File: src/rtl/rxq_irq_pkg.sv
package rxq_irq_pkg;
    localparam int unsigned FIFO_DEPTH = 128;
    localparam int unsigned BYTE_W     = 8;
    localparam int unsigned TMO_W      = 8;
    localparam int unsigned NSRC       = 4;

    typedef enum int unsigned {
        SRC_LEVEL = 0,
        SRC_STALE = 1,
        SRC_OCC   = 2,
        SRC_OVRUN = 3
    } src_e;

    // packed bit order matches src_e positions
    typedef struct packed {
        logic ovrun;
        logic occ;
        logic stale;
        logic lvl;
    } src_t;

    function automatic logic any_enabled(input src_t s, input logic [NSRC-1:0] en);
        return |(s & en);
    endfunction
endpackage

File: src/rtl/rxq_store.sv
module rxq_store #(
    parameter int unsigned DEPTH = 128,
    parameter int unsigned DW    = 8,
    parameter int unsigned LW    = $clog2(DEPTH + 1)
) (
    input  logic          clk,
    input  logic          rst,
    input  logic          push,
    input  logic [DW-1:0] din,
    input  logic          pop,
    output logic [DW-1:0] dout,
    output logic          dout_ovr,
    output logic [LW-1:0] fill,
    output logic          ovr_evt,
    output logic          activity
);
    localparam int unsigned AW = $clog2(DEPTH);
    localparam logic [LW-1:0] FULL_CNT = LW'(DEPTH);
    localparam logic [AW-1:0] LAST_IDX = AW'(DEPTH - 1);

    logic [DW-1:0]    mem [DEPTH];
    logic [DEPTH-1:0] mark;
    logic [AW-1:0]    wptr, rptr, wptr_prev;
    logic [LW-1:0]    cnt;
    logic             full, empty, do_push, do_pop;

    assign full      = (cnt == FULL_CNT);
    assign empty     = (cnt == '0);
    assign do_pop    = pop && !empty;
    assign do_push   = push && (!full || do_pop);
    assign ovr_evt   = push && full && !do_pop;
    assign activity  = do_push || do_pop;
    assign wptr_prev = (wptr == '0) ? LAST_IDX : wptr - AW'(1);

    always_ff @(posedge clk) begin
        if (do_push) mem[wptr] <= din;
    end

    always_ff @(posedge clk) begin
        if (rst) begin
            wptr <= '0;
            rptr <= '0;
            cnt  <= '0;
            mark <= '0;
        end else begin
            if (do_push) begin
                mark[wptr] <= 1'b0;
                wptr       <= (wptr == LAST_IDX) ? '0 : wptr + AW'(1);
            end
            if (ovr_evt) mark[wptr_prev] <= 1'b1;
            if (do_pop) rptr <= (rptr == LAST_IDX) ? '0 : rptr + AW'(1);
            unique case ({do_push, do_pop})
                2'b10:   cnt <= cnt + LW'(1);
                2'b01:   cnt <= cnt - LW'(1);
                default: cnt <= cnt;
            endcase
        end
    end

    assign dout     = mem[rptr];
    assign dout_ovr = mark[rptr];
    assign fill     = cnt;


    lvl_bound_chk: assert property (@(posedge clk) disable iff (rst)
        cnt <= FULL_CNT);

    empty_pop_chk: assert property (@(posedge clk) disable iff (rst)
        (pop && !push && cnt == '0) |=> (cnt == '0));

    no_overflow_chk: assert property (@(posedge clk) disable iff (rst)
        (push && !pop && full) |=> (cnt == FULL_CNT && $stable(wptr)));
endmodule

File: src/rtl/rxq_stale_timer.sv
module rxq_stale_timer #(
    parameter int unsigned TW = 8
) (
    input  logic          clk,
    input  logic          rst,
    input  logic          tick,
    input  logic          activity,
    input  logic          nonempty,
    input  logic [TW-1:0] limit,
    output logic          stale_evt
);
    logic [TW-1:0] cnt;
    logic          done;
    logic          counting;

    assign counting  = tick && nonempty && !activity && !done && (limit != '0);
    assign stale_evt = counting && (cnt >= limit - TW'(1));

    always_ff @(posedge clk) begin
        if (rst || activity || !nonempty) begin
            cnt  <= '0;
            done <= 1'b0;
        end else if (counting) begin
            if (stale_evt) done <= 1'b1;
            else           cnt  <= cnt + TW'(1);
        end
    end


    restart_chk: assert property (@(posedge clk) disable iff (rst)
        activity |=> (cnt == '0 && !done));
endmodule

File: src/rtl/rxq_irq_status.sv
module rxq_irq_status
    import rxq_irq_pkg::*;
(
    input  logic            clk,
    input  logic            rst,
    input  src_t            set_v,
    input  logic            rd,
    input  logic [NSRC-1:0] en,
    output src_t            stat,
    output logic            irq
);
    always_ff @(posedge clk) begin
        if (rst) stat <= '0;
        else     stat <= (rd ? src_t'('0) : stat) | set_v;
    end

    assign irq = any_enabled(stat, en);


    rd_clear_chk: assert property (@(posedge clk) disable iff (rst)
        (rd && set_v == '0) |=> (stat == '0));

    irq_mask_chk: assert property (@(posedge clk) disable iff (rst)
        (en == '0) |-> !irq);
endmodule

File: src/rtl/rxq_irq_ctrl.sv
module rxq_irq_ctrl
    import rxq_irq_pkg::*;
#(
    parameter int unsigned DEPTH = FIFO_DEPTH,
    parameter int unsigned DW    = BYTE_W,
    parameter int unsigned TW    = TMO_W,
    localparam int unsigned LW   = $clog2(DEPTH + 1)
) (
    input  logic            clk,
    input  logic            rst,
    input  logic            rx_push,
    input  logic [DW-1:0]   rx_byte,
    input  logic            rx_pop,
    input  logic            char_tick,
    input  logic            stat_rd,
    input  logic [LW-1:0]   cfg_thresh,
    input  logic [TW-1:0]   cfg_tmo_chars,
    input  logic [NSRC-1:0] cfg_irq_en,
    input  logic            cfg_empty_inv,
    output logic [DW-1:0]   rd_byte,
    output logic            rd_ovr,
    output logic [LW-1:0]   level,
    output logic [NSRC-1:0] status,
    output logic            irq
);
    logic [LW-1:0] fill;
    logic          ovr_evt, activity, stale_evt;
    src_t          set_v, stat;

    rxq_store #(.DEPTH(DEPTH), .DW(DW), .LW(LW)) store_i (
        .clk(clk), .rst(rst), .push(rx_push), .din(rx_byte), .pop(rx_pop),
        .dout(rd_byte), .dout_ovr(rd_ovr), .fill(fill),
        .ovr_evt(ovr_evt), .activity(activity)
    );

    rxq_stale_timer #(.TW(TW)) timer_i (
        .clk(clk), .rst(rst), .tick(char_tick), .activity(activity),
        .nonempty(fill != '0), .limit(cfg_tmo_chars), .stale_evt(stale_evt)
    );

    always_comb begin
        set_v.lvl   = (fill >= cfg_thresh);
        set_v.stale = stale_evt;
        set_v.occ   = (fill == '0) ^ cfg_empty_inv;
        set_v.ovrun = ovr_evt;
    end

    rxq_irq_status status_i (
        .clk(clk), .rst(rst), .set_v(set_v), .rd(stat_rd),
        .en(cfg_irq_en), .stat(stat), .irq(irq)
    );

    assign level  = fill;
    assign status = stat;


    stale_tick_chk: assert property (@(posedge clk) disable iff (rst)
        $rose(stat.stale) |-> ($past(char_tick) && $past(fill) != '0));

    occ_inv_chk: assert property (@(posedge clk) disable iff (rst)
        (fill != '0 && cfg_empty_inv) |=> stat.occ);
endmodule

File: config.mk
export PLATFORM = sky130hd
export DESIGN_NAME = rxq_irq_ctrl
export DESIGN_NICKNAME = d
export VERILOG_FILES = /design/src/rtl/rxq_irq_pkg.sv /design/src/rtl/rxq_store.sv /design/src/rtl/rxq_stale_timer.sv /design/src/rtl/rxq_irq_status.sv /design/src/rtl/rxq_irq_ctrl.sv
export SDC_FILE = /design/constraint.sdc
export NUM_CORES = 1
export LEC_CHECK = 0
export ABC_CLOCK_PERIOD_IN_PS = 4900
export BUFFER_PORTS_ARGS = -buffer_cell sky130_fd_sc_hd__buf_4
export CORE_AREA = 2 2 305 307
export DETAILED_ROUTE_END_ITERATION = 10
export DIE_AREA = 0 0 307 309
export GPL_TIMING_DRIVEN = 0
export HOLD_SLACK_MARGIN = 0.06
export PLACE_DENSITY = 0.69
export SLEW_MARGIN = 20
export SYNTH_ARGS = -nofsm -noshare
export SYNTH_HDL_FRONTEND = slang
export SYNTH_HIERARCHICAL = 1
export SYNTH_SLANG_ARGS = --single-unit
File: constraint.sdc
create_clock -name clk -period 4.9 [get_ports clk]
set_input_delay 0.49 -clock clk [delete_from_list [all_inputs] [get_ports clk]]
set_output_delay 0.49 -clock clk [all_outputs]
set_load 0.02 [all_outputs]
* Word level (Yosys, flattened, before mapping)
Memories as Yosys holds them, arrays and structs flattened. A register that Yosys moved wholly into a read port is not among the register bits. Cells that the tools add are included.
Operators by class: order comparisons 7, $add $sub $neg 7, shift-type cells 0, equality and inequality tests 5, reduce and logical (&&, ||, !) cells 29, div/mod/pow operators 0, muxes and demuxes 18, bitwise gates (word level) 7, $mul 0
Operator list (number):
- 128-bit 2-to-1 mux | 3
- 128-bit AND | 1
- 128-bit NOT | 1
- 128-bit OR | 1
- 7-bit 2-to-1 mux | 5
- 7-bit by 8-bit less-than comparator with 1-bit output (second input constant) | 3
- 8-bit by 1-bit adder with 8-bit output (second input constant) | 2
- 8-bit >= comparator | 2
- 8-bit one-hot mux with 2 select lines | 1
- 8-bit nonzero test | 2
- 8-bit by 1-bit subtractor with 8-bit output (second input constant) | 2
- 7-bit by 1-bit adder with 7-bit output (second input constant) | 2
- 1-bit demux with 7-bit select | 2
- 7-bit equality test (second input constant) | 2
- 7-bit by 1-bit >= comparator with 1-bit output (second input constant) | 2
- 1-bit logical AND | 11
- 8-bit equality test (second input constant) | 1
- 8-bit logical NOT | 1
- 1-bit binary-select mux with 7-bit select | 1
- 7-bit logical NOT | 1
- 7-bit by 1-bit subtractor with 7-bit output (second input constant) | 1
- 1-bit logical NOT | 6
- 1-bit 2-to-1 mux | 5
- 4-bit AND | 1
- other kinds (10) | 14
Word-level totals: RAM bits 1024, flip-flop bits (word level) 163, bits in read-only memories 0, latch bits 0, memories kept 1, logic and storage cells 84, input bits 35
Memory list:
- store_i.mem | words 128, width 8, read ports 1, clocked after memory_dff 1, write ports 1, RTL line rxq_store.sv:21 | logic [DW-1:0] mem [DEPTH];

* Logic depth before layout (Yosys ltp)
Gate-level depths: netlist (run 1).
depth after elaboration 13, mapped depth 15, depth with buffers taken out 12

* By module
Netlist (run 1), hierarchy kept.
By module, submodules not included:
- rxq_store | seq. area each 33892.5 µm², area an instance 47129.0 µm², times used 1, cells each 2556
- rxq_stale_timer | seq. area each 180.2 µm², area an instance 800.8 µm², times used 1, cells each 92
- rxq_irq_ctrl | seq. area each 0.0 µm², area an instance 221.5 µm², times used 1, cells each 29
- rxq_irq_status | seq. area each 80.1 µm², area an instance 158.9 µm², times used 1, cells each 19

* Worst setup path after synthesis (run 1)
Ideal clock, no wire load.
path kind register to register, start register store_i.cnt[1] (netlist: store_i/fill[1]), end register store_i.cnt[4] (netlist: store_i/fill[4]), stages on the path, launching flop included 16, slack 1.127 ns, period minus slack after synthesis 3.773 ns, buffers on the path 4, data required time 4.830 ns, arrival 3.703 ns, cell sequence dfxtp_1 clkbuf_1 or4_1 o31a_1 clkbuf_1 inv_2 ha_1 clkbuf_1 clkbuf_1 xor2_1 ha_1 nor2_1 nor4b_1 a221oi_1 or3_1 a21oi_1
Between the ends: longest elaborated chain between the ends 7
RTL lines:
- start: declaration | RTL line rxq_store.sv:24 | logic [LW-1:0] cnt;
- start signal: assignment | RTL line rxq_store.sv:53 | 2'b10: cnt <= cnt + LW'(1);
- start signal: assignment | RTL line rxq_store.sv:54 | 2'b01: cnt <= cnt - LW'(1);
- start signal: assignment | RTL line rxq_store.sv:55 | default: cnt <= cnt;
- 8-bit logical NOT | RTL line rxq_store.sv:28 | assign empty = (cnt == '0);
- 1-bit logical NOT | RTL line rxq_store.sv:29 | assign do_pop = pop && !empty;
- 1-bit logical AND | RTL line rxq_store.sv:29
- 1-bit logical OR | RTL line rxq_store.sv:30 | assign do_push = push && (!full || do_pop);
- 1-bit logical AND | RTL line rxq_store.sv:30
- 2-bit by 1-bit equality test with 1-bit output or 2-bit equality test (tied branches) | RTL line rxq_store.sv:52 | unique case ({do_push, do_pop})
- 8-bit one-hot mux with 2 select lines or 2-bit nonzero test (tied branches)
Several ways; a longest one is shown, not always the timed one. A chain may end at the register's enable or synchronous reset.

==> summary by stage, run 1 <==
Outcome
The flow ran to the end, and the final reports show no timing, DRC or antenna violations.

Drt
The final layout contains routed wiring with a total length of 123 mm. In this run, the number of DRC markers left after iteration 0 of detailed routing was 3411. The length of the first detailed-routing pass in iterations is 6. After detailed routing, the average wire length per cell comes to 29.7 microns. The final routed DRC violation total is 0. The via total after detailed routing is 27000. The via density per instance is 6.50.

The count of nets left with antenna violations once routing finished came out at 0.

Die
The core box area is 91400 sq um. The floorplan step defined a die boundary enclosing 94900 sq um. The number of I/O pins is 57. The floorplan step set the die width to 307 microns. Row generation in the floorplan step produced 111 rows. Once the floorplan was initialized, standard cells occupied 52.9% of the core.

In this run the vertical extent of the chip is 309 microns.

Finish
In the final layout, the multi-input gates occupy 13300 sq um. After filler insertion, the fill cell instance count of the layout stands at 6604. Across the whole layout, storage elements account for 34200 sq um. Of the cells placed in the final design, the portion with a size suffix greater than 1 is 22.5%. The finished layout cell area is 54200 sq um.

From synthesis to final layout, the design area changed by 12.1%. For this run, the post-layout net count is 2932.

Clocking
Counting along the longest clock path gives a buffer depth of 3. The clock tree synthesis step divided the H-tree into 3 levels. The clock tree from TritonCTS is done. The root buffer cell chosen for the clock tree is sky130_fd_sc_hd__clkbuf_16. Counting the buffers created by CTS gives 115. The clock reaches the later pin of the worst-skew pair after 700 ps.

The clock edge transition at the registers on the reported setup and hold paths is 60 ps. Counting every sink on the clock net gives 1194.

Pwr
Summed over all cells, the static leakage comes to 16.4 nW. The total power is 25.6 mW. Dividing total power by cell area gives a power density of 473 nW/um^2.

The maximum vdd drop is 322 uV.

Timing
At the pin with the least slew margin, the transition time is 1180 ps. Measured against its own limit, the worst slew margin works out to 20.9%. Setup repair after global routing could not meet its margin everywhere.

The final setup violation count is 0. The final max-slew violation count came to 0. Timing would allow up to 207 MHz. The hold violation count in the final report is 0.

After layout, the minimum clock period comes to 4830 ps. After layout, the worst path uses 98.5% of the clock period. Clock skew on the completed layout was measured at 26.0 ps. Setup total negative slack on the finished layout was measured at 0 ps.

Synth
The synthesized netlist devotes 4.29% of its cell area to simple gates. Summing the areas of all xor and xnor instances in the mapped netlist gives 0.417% of the synthesized area. Multiplexer cells account for 17.5% of the synthesized area. The most used flip-flop cell after synthesis is sky130_fd_sc_hd__edfxtp_1. The synthesized netlist devotes 4.50% of its cell area to compound gates. The share of synthesized registers carrying an async set or reset is 0%.

The dominant combinational cell family by area after synthesis is multiplexers. The post-synthesis net count is 2758. Ranked by total cell area, the synthesized netlist is headed by sky130_fd_sc_hd__edfxtp_1 64%, sky130_fd_sc_hd__mux4_2 17%, sky130_fd_sc_hd__dfxtp_1 7.0%. Sequential cells were found to cover 70.7% of the synthesized design area. The largest area contributor in the netlist is sky130_fd_sc_hd__edfxtp_1. Yosys mapped a number of flops with a built-in enable equal to 1024. The most common cell in the synthesized netlist is sky130_fd_sc_hd__edfxtp_1. The number of distinct standard cells referenced by the synthesized netlist is 67. The share of synthesized area in the top cell type comes to 63.7%. Counting flops and latches in the post-synthesis netlist gives 1194. The synthesized netlist occupies a cell area of 48300 sq um. The commonest cells after synthesis are 1024 x sky130_fd_sc_hd__edfxtp_1, 358 x sky130_fd_sc_hd__mux4_2, 176 x sky130_fd_sc_hd__nand2_1, 170 x sky130_fd_sc_hd__dfxtp_1, 167 x sky130_fd_sc_hd__nor2_1.

After Yosys synthesis, full adders, half adders and majority gates account for 0.699% of the synthesized area. The synthesized area per cell is 17.9 sq um. The synthesized instance count is 2696. For this run, the number of Yosys warnings is 6.

Global routing
The first-pass GRT wire length is 180 mm. The total routing usage reported by global routing is 26.3%. Summed over all layers, the global routing overflow is 0. The number of global-route vias before repair is 26800. The initial antenna violation count is 3. Entering global routing, the biggest net connects 129 pins.

Critical path
At the worst endpoint, the required time is 4410 ps. The endpoint class of the critical path is an output pin. The critical path in this run is classified as flop to output pin. The cell family contributing the most delay on the critical path is multiplexers.

The worst-path maximum fanout is 10. Walking the worst path, the cells encountered are clkbuf_1, buf_1, mux4_2, mux4_2, mux4_2, mux2_2, buf_4. The worst setup path is launched from a flop. The arrival time of data at the critical path endpoint is 4340 ps. The delay of the slowest cell on the worst path is 640 ps. The cell that appears most often on the critical path is sky130_fd_sc_hd__mux4_2. The slowest cell on the critical path is sky130_fd_sc_hd__buf_1. The total buffers and inverters traversed by the critical path is 3.

Job
The number of maximum-capacitance constraint violations is 0.

Worst hold path
The class of the tightest hold or removal check is primary input to flop.

Placement
The placement-stage cell area is 50200 sq um. At the end of routability-driven placement, the weighted congestion stood at 0.910. The half-perimeter wire length of the detailed placement result is 80.0 mm. The count of buffers inserted at the top-level ports is 56.
cell usage in the layout, fill, tap and decap left out, drive strengths merged, types with 5 or more instances in the layout:
master	count
or3	9
ha	27
xnor2	14
nand4	7
bufinv	15
mux2i	29
nor4b	8
nand3	25
clkbuf	258
a211oi	7
buf	129
mux2	10
o21a	5
nor4	5
clkinvlp	5
a21oi	163
nor2b	10
nor2	167
mux4	358
inv	35
xor2	9
clkinv	37
o21ai	145
o31ai	9
nand2	176
and3	7
dfxtp	170
nor3	16
edfxtp	1024
or4	8
a31oi	6
nand2b	11
a22oi	7
a21o	8
final cells by class:
cell class                 instances  area share (%)
antenna                            2         0.00924
buffer                           178            1.48
clock buffer                     154            5.80
clock inverter                    61            1.35
inverter                          31           0.215
multi-input combinational       1291            24.5
sequential                      1194            63.0
tap                             1186            2.74
timing repair buffer              59           0.887
cell families (layout without fill, tap and decap cells):
logic type,Yosys count,count (layout)
xor gates and xnor gates,23,23
muxes,397,397
and+or+nand+nor,460,460
buffers and inverters,211,483
other,0,2
adders and majority gates,27,27
AOI/OAI and AO/OA,384,384
DFF,1194,1194
worst reg2reg max path: cells and delay by family (launching register included):
family                     cells  cell delay, ps
and+or+nand+nor                4            1520
DFF                            1             340
AOI/OAI and AO/OA              3             570
adders and majority gates      2             430
buffers and inverters          5            1280
xor gates and xnor gates       1             130
power breakdown:
part           internal (mW)  switching, mW
combinational           2.42           2.99
sequential              11.1         0.0843
clock                   5.30           3.74
through the flow:
| stage | std cells | util [%] | setup WS, ps | hold WS (ps) |
|---|---|---|---|---|
| 6_report | 4156 | 59.3 | 71.6 | 105 |
| 5_1_grt | 4154 | 59.3 | 4.33 | 123 |
| 4_1_cts | 4155 | 59.3 | 9.67 | 77.5 |
| 3_5_place_dp | 3938 | 55.0 | 340 | 451 |
| 3_3_place_gp | 3938 | 54.9 | 383 | 444 |
| 2_1_floorplan | 2696 | - | 1130 | 432 |
sequential cells by signal, summed over array words and instances (netlist names), named ones only:
register and cells:
store_i/wptr 7, store_i/rptr 7, store_i/fill 8, store_i/mem 1024
status_i/stat 4, timer_i/cnt 8, timer_i/done 1, store_i/mark 128
layer usage:
layer	track usage, %	wire [microns]	vias up
met1	36.7	47700	14100
met2	42.5	59300	1493
met5	0	0	-
li1	-	-	11200
met4	8.53	4380	0
met3	4.91	11800	240
what timing repair did:
action | 4_1_cts | 5_1_grt
cloned | 0 | 0
hold buffers | 3 | 0
endpoints found under the hold margin | 4 | 0
pin swaps | 0 | 0
setup buffers | 0 | 0
gates resized for setup | 9 | 2
setup endpoints to repair | 8 | 2
worst paths after layout:
check | start | endpoint | slack (ps) | depth (start not counted)
setup / recovery | flop | rd_byte[0] | 70 | 7
hold / removal | cfg_empty_inv | status_i/stat[2]$_SDFF_PP0_ | 110 | 4
setup reg to reg | store_i/fill[1]$_SDFFE_PP0P_ | store_i/fill[4]$_SDFFE_PP0P_ | 550 | 15
hold reg to reg | timer_i/done$_SDFFE_PP0P_ | timer_i/done$_SDFFE_PP0P_ | 460 | 1
Note: power is estimated with default switching activity, not from simulation.
==> run 2: changes to the inputs <==
--- a/config.mk
+++ b/config.mk
@@ -12,7 +12,9 @@
 export DIE_AREA = 0 0 307 309
 export GPL_TIMING_DRIVEN = 0
 export HOLD_SLACK_MARGIN = 0.06
+export MAX_ROUTING_LAYER = met4
 export PLACE_DENSITY = 0.69
+export REMOVE_ABC_BUFFERS = 1
 export SLEW_MARGIN = 20
 export SYNTH_ARGS = -nofsm -noshare
 export SYNTH_HDL_FRONTEND = slang
==> run 2 against run 1 <==
  * First-iteration DRC count down 12%
  * Combinational power down 7.9%
  * Routed wire length down 11%
==> summary by stage, run 2 (same netlist as run 1, synthesis figures left out) <==
Global routing
The number of global-route vias before repair is 26100 (was 26800). The first-pass GRT wire length was 165 mm (was 180 mm). The pin count of the biggest net entering global routing came to 154 (was 129).

The remaining global-route overflow came to 0 (unchanged). The initial antenna violation count is 2 (was 3). The total routing usage reported by global routing is 24.1% (was 26.3%).

Clocking
The clock net sink count came to 1194 (unchanged). The clock edge transition at the registers on the reported setup and hold paths is 60 ps (about the same). The clock latency on the worst-skew pair was 720 ps (was 700 ps). The clock tree root buffer cell is sky130_fd_sc_hd__clkbuf_16 (unchanged). The largest buffer count on any clock path was 3 (unchanged). The depth of the CTS H-tree is 3 (unchanged).

The clock tree from TritonCTS is done (unchanged). The number of buffers added by the clock tree synthesis step is 118 (was 115).

Finish
The non-filler instance count after layout is 4024 (was 4156). The finished layout cell area is 54100 sq um (was 54200 sq um). The final core utilization is 59.2% (was 59.3%). The most common cell after layout, fill and taps aside was sky130_fd_sc_hd__edfxtp_1 (unchanged).

Largest registers: store_i/mem x1024, store_i/mark x128 (unchanged). The total number of nets in the final design is 2798 (was 2932). The fraction of final layout cells sized beyond drive strength 1 is 23.2% (was 22.5%).

The number of fillers in the final layout is 6433 (was 6604). The most flop-heavy register is store_i/mem (unchanged). Commonest cells after routing, fill and taps aside: 1024 x sky130_fd_sc_hd__edfxtp_1, 358 x sky130_fd_sc_hd__mux4_2, 175 x sky130_fd_sc_hd__nand2_1 (was 1024 x sky130_fd_sc_hd__edfxtp_1, 358 x sky130_fd_sc_hd__mux4_2, 176 x sky130_fd_sc_hd__nand2_1).

The layout overhead on the synthesized area came to 12.0% (was 12.1%). The number of flip-flops in the largest register is 1024 (unchanged).

Pwr
The switching power share of the total is 25.8% (was 26.6%). The internal power consumption was 18.6 mW (was 18.8 mW). The combinational power share is 19.9% (was 21.1%).

The net load switching power came to 6.45 mW (was 6.82 mW). The power share of the sequential group is 45.3% (was 43.6%). The clock group share of total power is 34.8% (was 35.3%). The static leakage is 16.3 nW (was 16.4 nW). The power density of the placed cells is 462 nW/um^2 (was 473 nW/um^2). The maximum vdd drop came to 361 uV (was 322 uV). The total power is 25.0 mW (was 25.6 mW).

Worst hold path
The number of cells on the worst hold path was 5 (was 4). The class of the tightest hold or removal check is primary input to flop (unchanged). The worst-case hold path end point was timer_i/cnt[1]$_SDFFE_PP0P_ (was status_i/stat[2]$_SDFF_PP0_). The origin of the worst min-delay path is char_tick (was cfg_empty_inv).

Drt
The first-iteration detailed-routing DRC count was 3008 (was 3411). The highest layer used for signal routing was met4 (unchanged). The remaining number of nets flagged by the antenna check after routing was 0 (unchanged). The length of the first detailed-routing pass in iterations was 6 (unchanged).

The via total after detailed routing was 25900 (was 27000). The final routed DRC violation total is 0 (unchanged). The wire length on met1 came to 45.2 mm (was 47.7 mm).

The routed wire length per instance came to 27.2 microns (was 29.7 microns). The routed wire length is 110 mm (was 123 mm). The routed wire length on met2 is 52.9 mm (was 59.3 mm). The via density per instance is 6.44 (was 6.50). The met3 wire length is 8.80 mm (was 11.8 mm).

Timing
The tightest slew margin relative to the limit is 27.4% (was 20.9%). The maximum clock frequency is 210 MHz (was 207 MHz). The setup TNS after final layout was 0 ps (unchanged). The final setup violation count was 0 (unchanged). The final critical delay including setup and external delays is 4760 ps (was 4830 ps). The final max-slew violation count is 0 (unchanged). The hold violation count in the final report is 0 (unchanged). The slew of the pin with the lowest slew margin is 1090 ps (was 1180 ps). The portion of the clock cycle consumed by the worst path in the final layout was 97.2% (was 98.5%). The worst clock skew is 38.5 ps (was 26.0 ps). Unrepaired setup endpoints after global routing: no (was yes).

Die
The overall die width came to 307 microns (unchanged). The die height came to 309 microns (unchanged). The initial standard-cell utilization of the core is 52.9% (unchanged).

The number of I/O pins came to 57 (unchanged). The number of placement rows is 111 (unchanged). The core box area is 91400 sq um (unchanged).

The die outline area is 94900 sq um (unchanged).

Critical path
The arrival time of data at the critical path endpoint was 4270 ps (was 4340 ps). The setup slack of the worst register-to-register path is 640 ps (was 550 ps). The worst-path maximum fanout is 52 (was 10).

The startpoint type of the worst setup path is a flop (unchanged). The required time at the endpoint of the critical path is 4410 ps (about the same). The startpoint of the worst-slack reg-to-reg timing path is store_i/fill[2]$_SDFFE_PP0P_ (was store_i/fill[1]$_SDFFE_PP0P_). The critical path start-end classification is flop to output pin (unchanged).

The endpoint class of the critical path is an output pin (unchanged). The depth of the most critical reg-to-reg path came to 10 (was 15). The critical register-to-register path endpoint is store_i/fill[7]$_SDFFE_PP0P_ (was store_i/fill[4]$_SDFFE_PP0P_).

Placement
The placement-stage cell area was 50300 sq um (was 50200 sq um). The count of buffers inserted at the top-level ports is 56 (unchanged). The cell total after placement came to 3798 (was 3938).

The half-perimeter wire length of the detailed placement result was 65.4 mm (was 80.0 mm). The placer congestion estimate was 0.838 (was 0.910).

Outcome
Outcome: complete, no violations (unchanged).

Job
The number of maximum-capacitance constraint violations was 0 (unchanged).
## run 2: cell count changes in the layout (fill, tap and decap cells not counted), sizes merged, moves of 3 or more
cell,delta
clkbuf,-103
inv,+3
clkinv,+13
bufinv,-6
clkinvlp,-4
buf,-32
## run 2: repair_timing
action                                 in CTS  in global routing
hold buffers                                2                  0
resized for setup                           0                  0
setup endpoints to repair                   8                  0
setup buffers                               2                  0
endpoints found under the hold margin       4                  0
## run 2: layer usage
metal / vias to the layer above / GRT usage [%]
met2: 1191 / 37.3
met4: 0 / 7.20
met3: 225 / 3.87
li1: 10900 / -
met5: - / -
met1: 13600 / 33.4
## run 2: worst max path at each step
stage,start,end,slack (ps),cells after the start
detailed placement,flop,rd_byte[6],590,8
finish,flop,rd_byte[4],140,8
floorplan,flop,rd_byte[0],-7940,4
global placement,flop,rd_byte[3],-12560,5
global route,flop,rd_byte[4],50,8
CTS,flop,rd_byte[0],90,8
## run 2: cell type report
type / instances / area (sq um) / share of cell area, %
timing repair buffer: 100 / 1250 / 2.31
multi-input combinational: 1291 / 13400 / 24.7
clock inverter: 67 / 601 / 1.11
sequential: 1194 / 34200 / 63.1
tap: 1186 / 1480 / 2.74
clock buffer: 154 / 3140 / 5.80
inverter: 31 / 116 / 0.215
antenna: 1 / 2.50 / 0.00462
## run 2: critical path: stages (launching register included)
cell	delay, ps
sky130_fd_sc_hd__dfxtp_4	650
sky130_fd_sc_hd__buf_12	290
sky130_fd_sc_hd__buf_12	260
sky130_fd_sc_hd__buf_16	310
sky130_fd_sc_hd__mux4_2	370
sky130_fd_sc_hd__mux4_2	560
sky130_fd_sc_hd__mux4_2	540
sky130_fd_sc_hd__mux2_2	350
sky130_fd_sc_hd__buf_4	180
## run 2: power groups by stage
| stage | registers, mW | logic, mW | clock network [mW] |
|---|---|---|---|
| after floorplan | 11.9 | 2.90 | 0 |
| after global placement | 12.0 | 3.61 | 0 |
| after detailed placement | 11.6 | 4.94 | 0 |
| after CTS | 11.3 | 5.02 | 8.87 |
| after global routing | 11.3 | 5.26 | 9.24 |
| final | 11.3 | 4.98 | 8.70 |
## run 2: stage by stage
step / setup slack (ps) / hold WS [ps]
2_1_floorplan: -7940 / 432
3_3_place_gp: -12560 / 457
3_5_place_dp: 587 / 466
4_1_cts: 85.0 / 192
5_1_grt: 51.7 / 247
6_report: 136 / 243
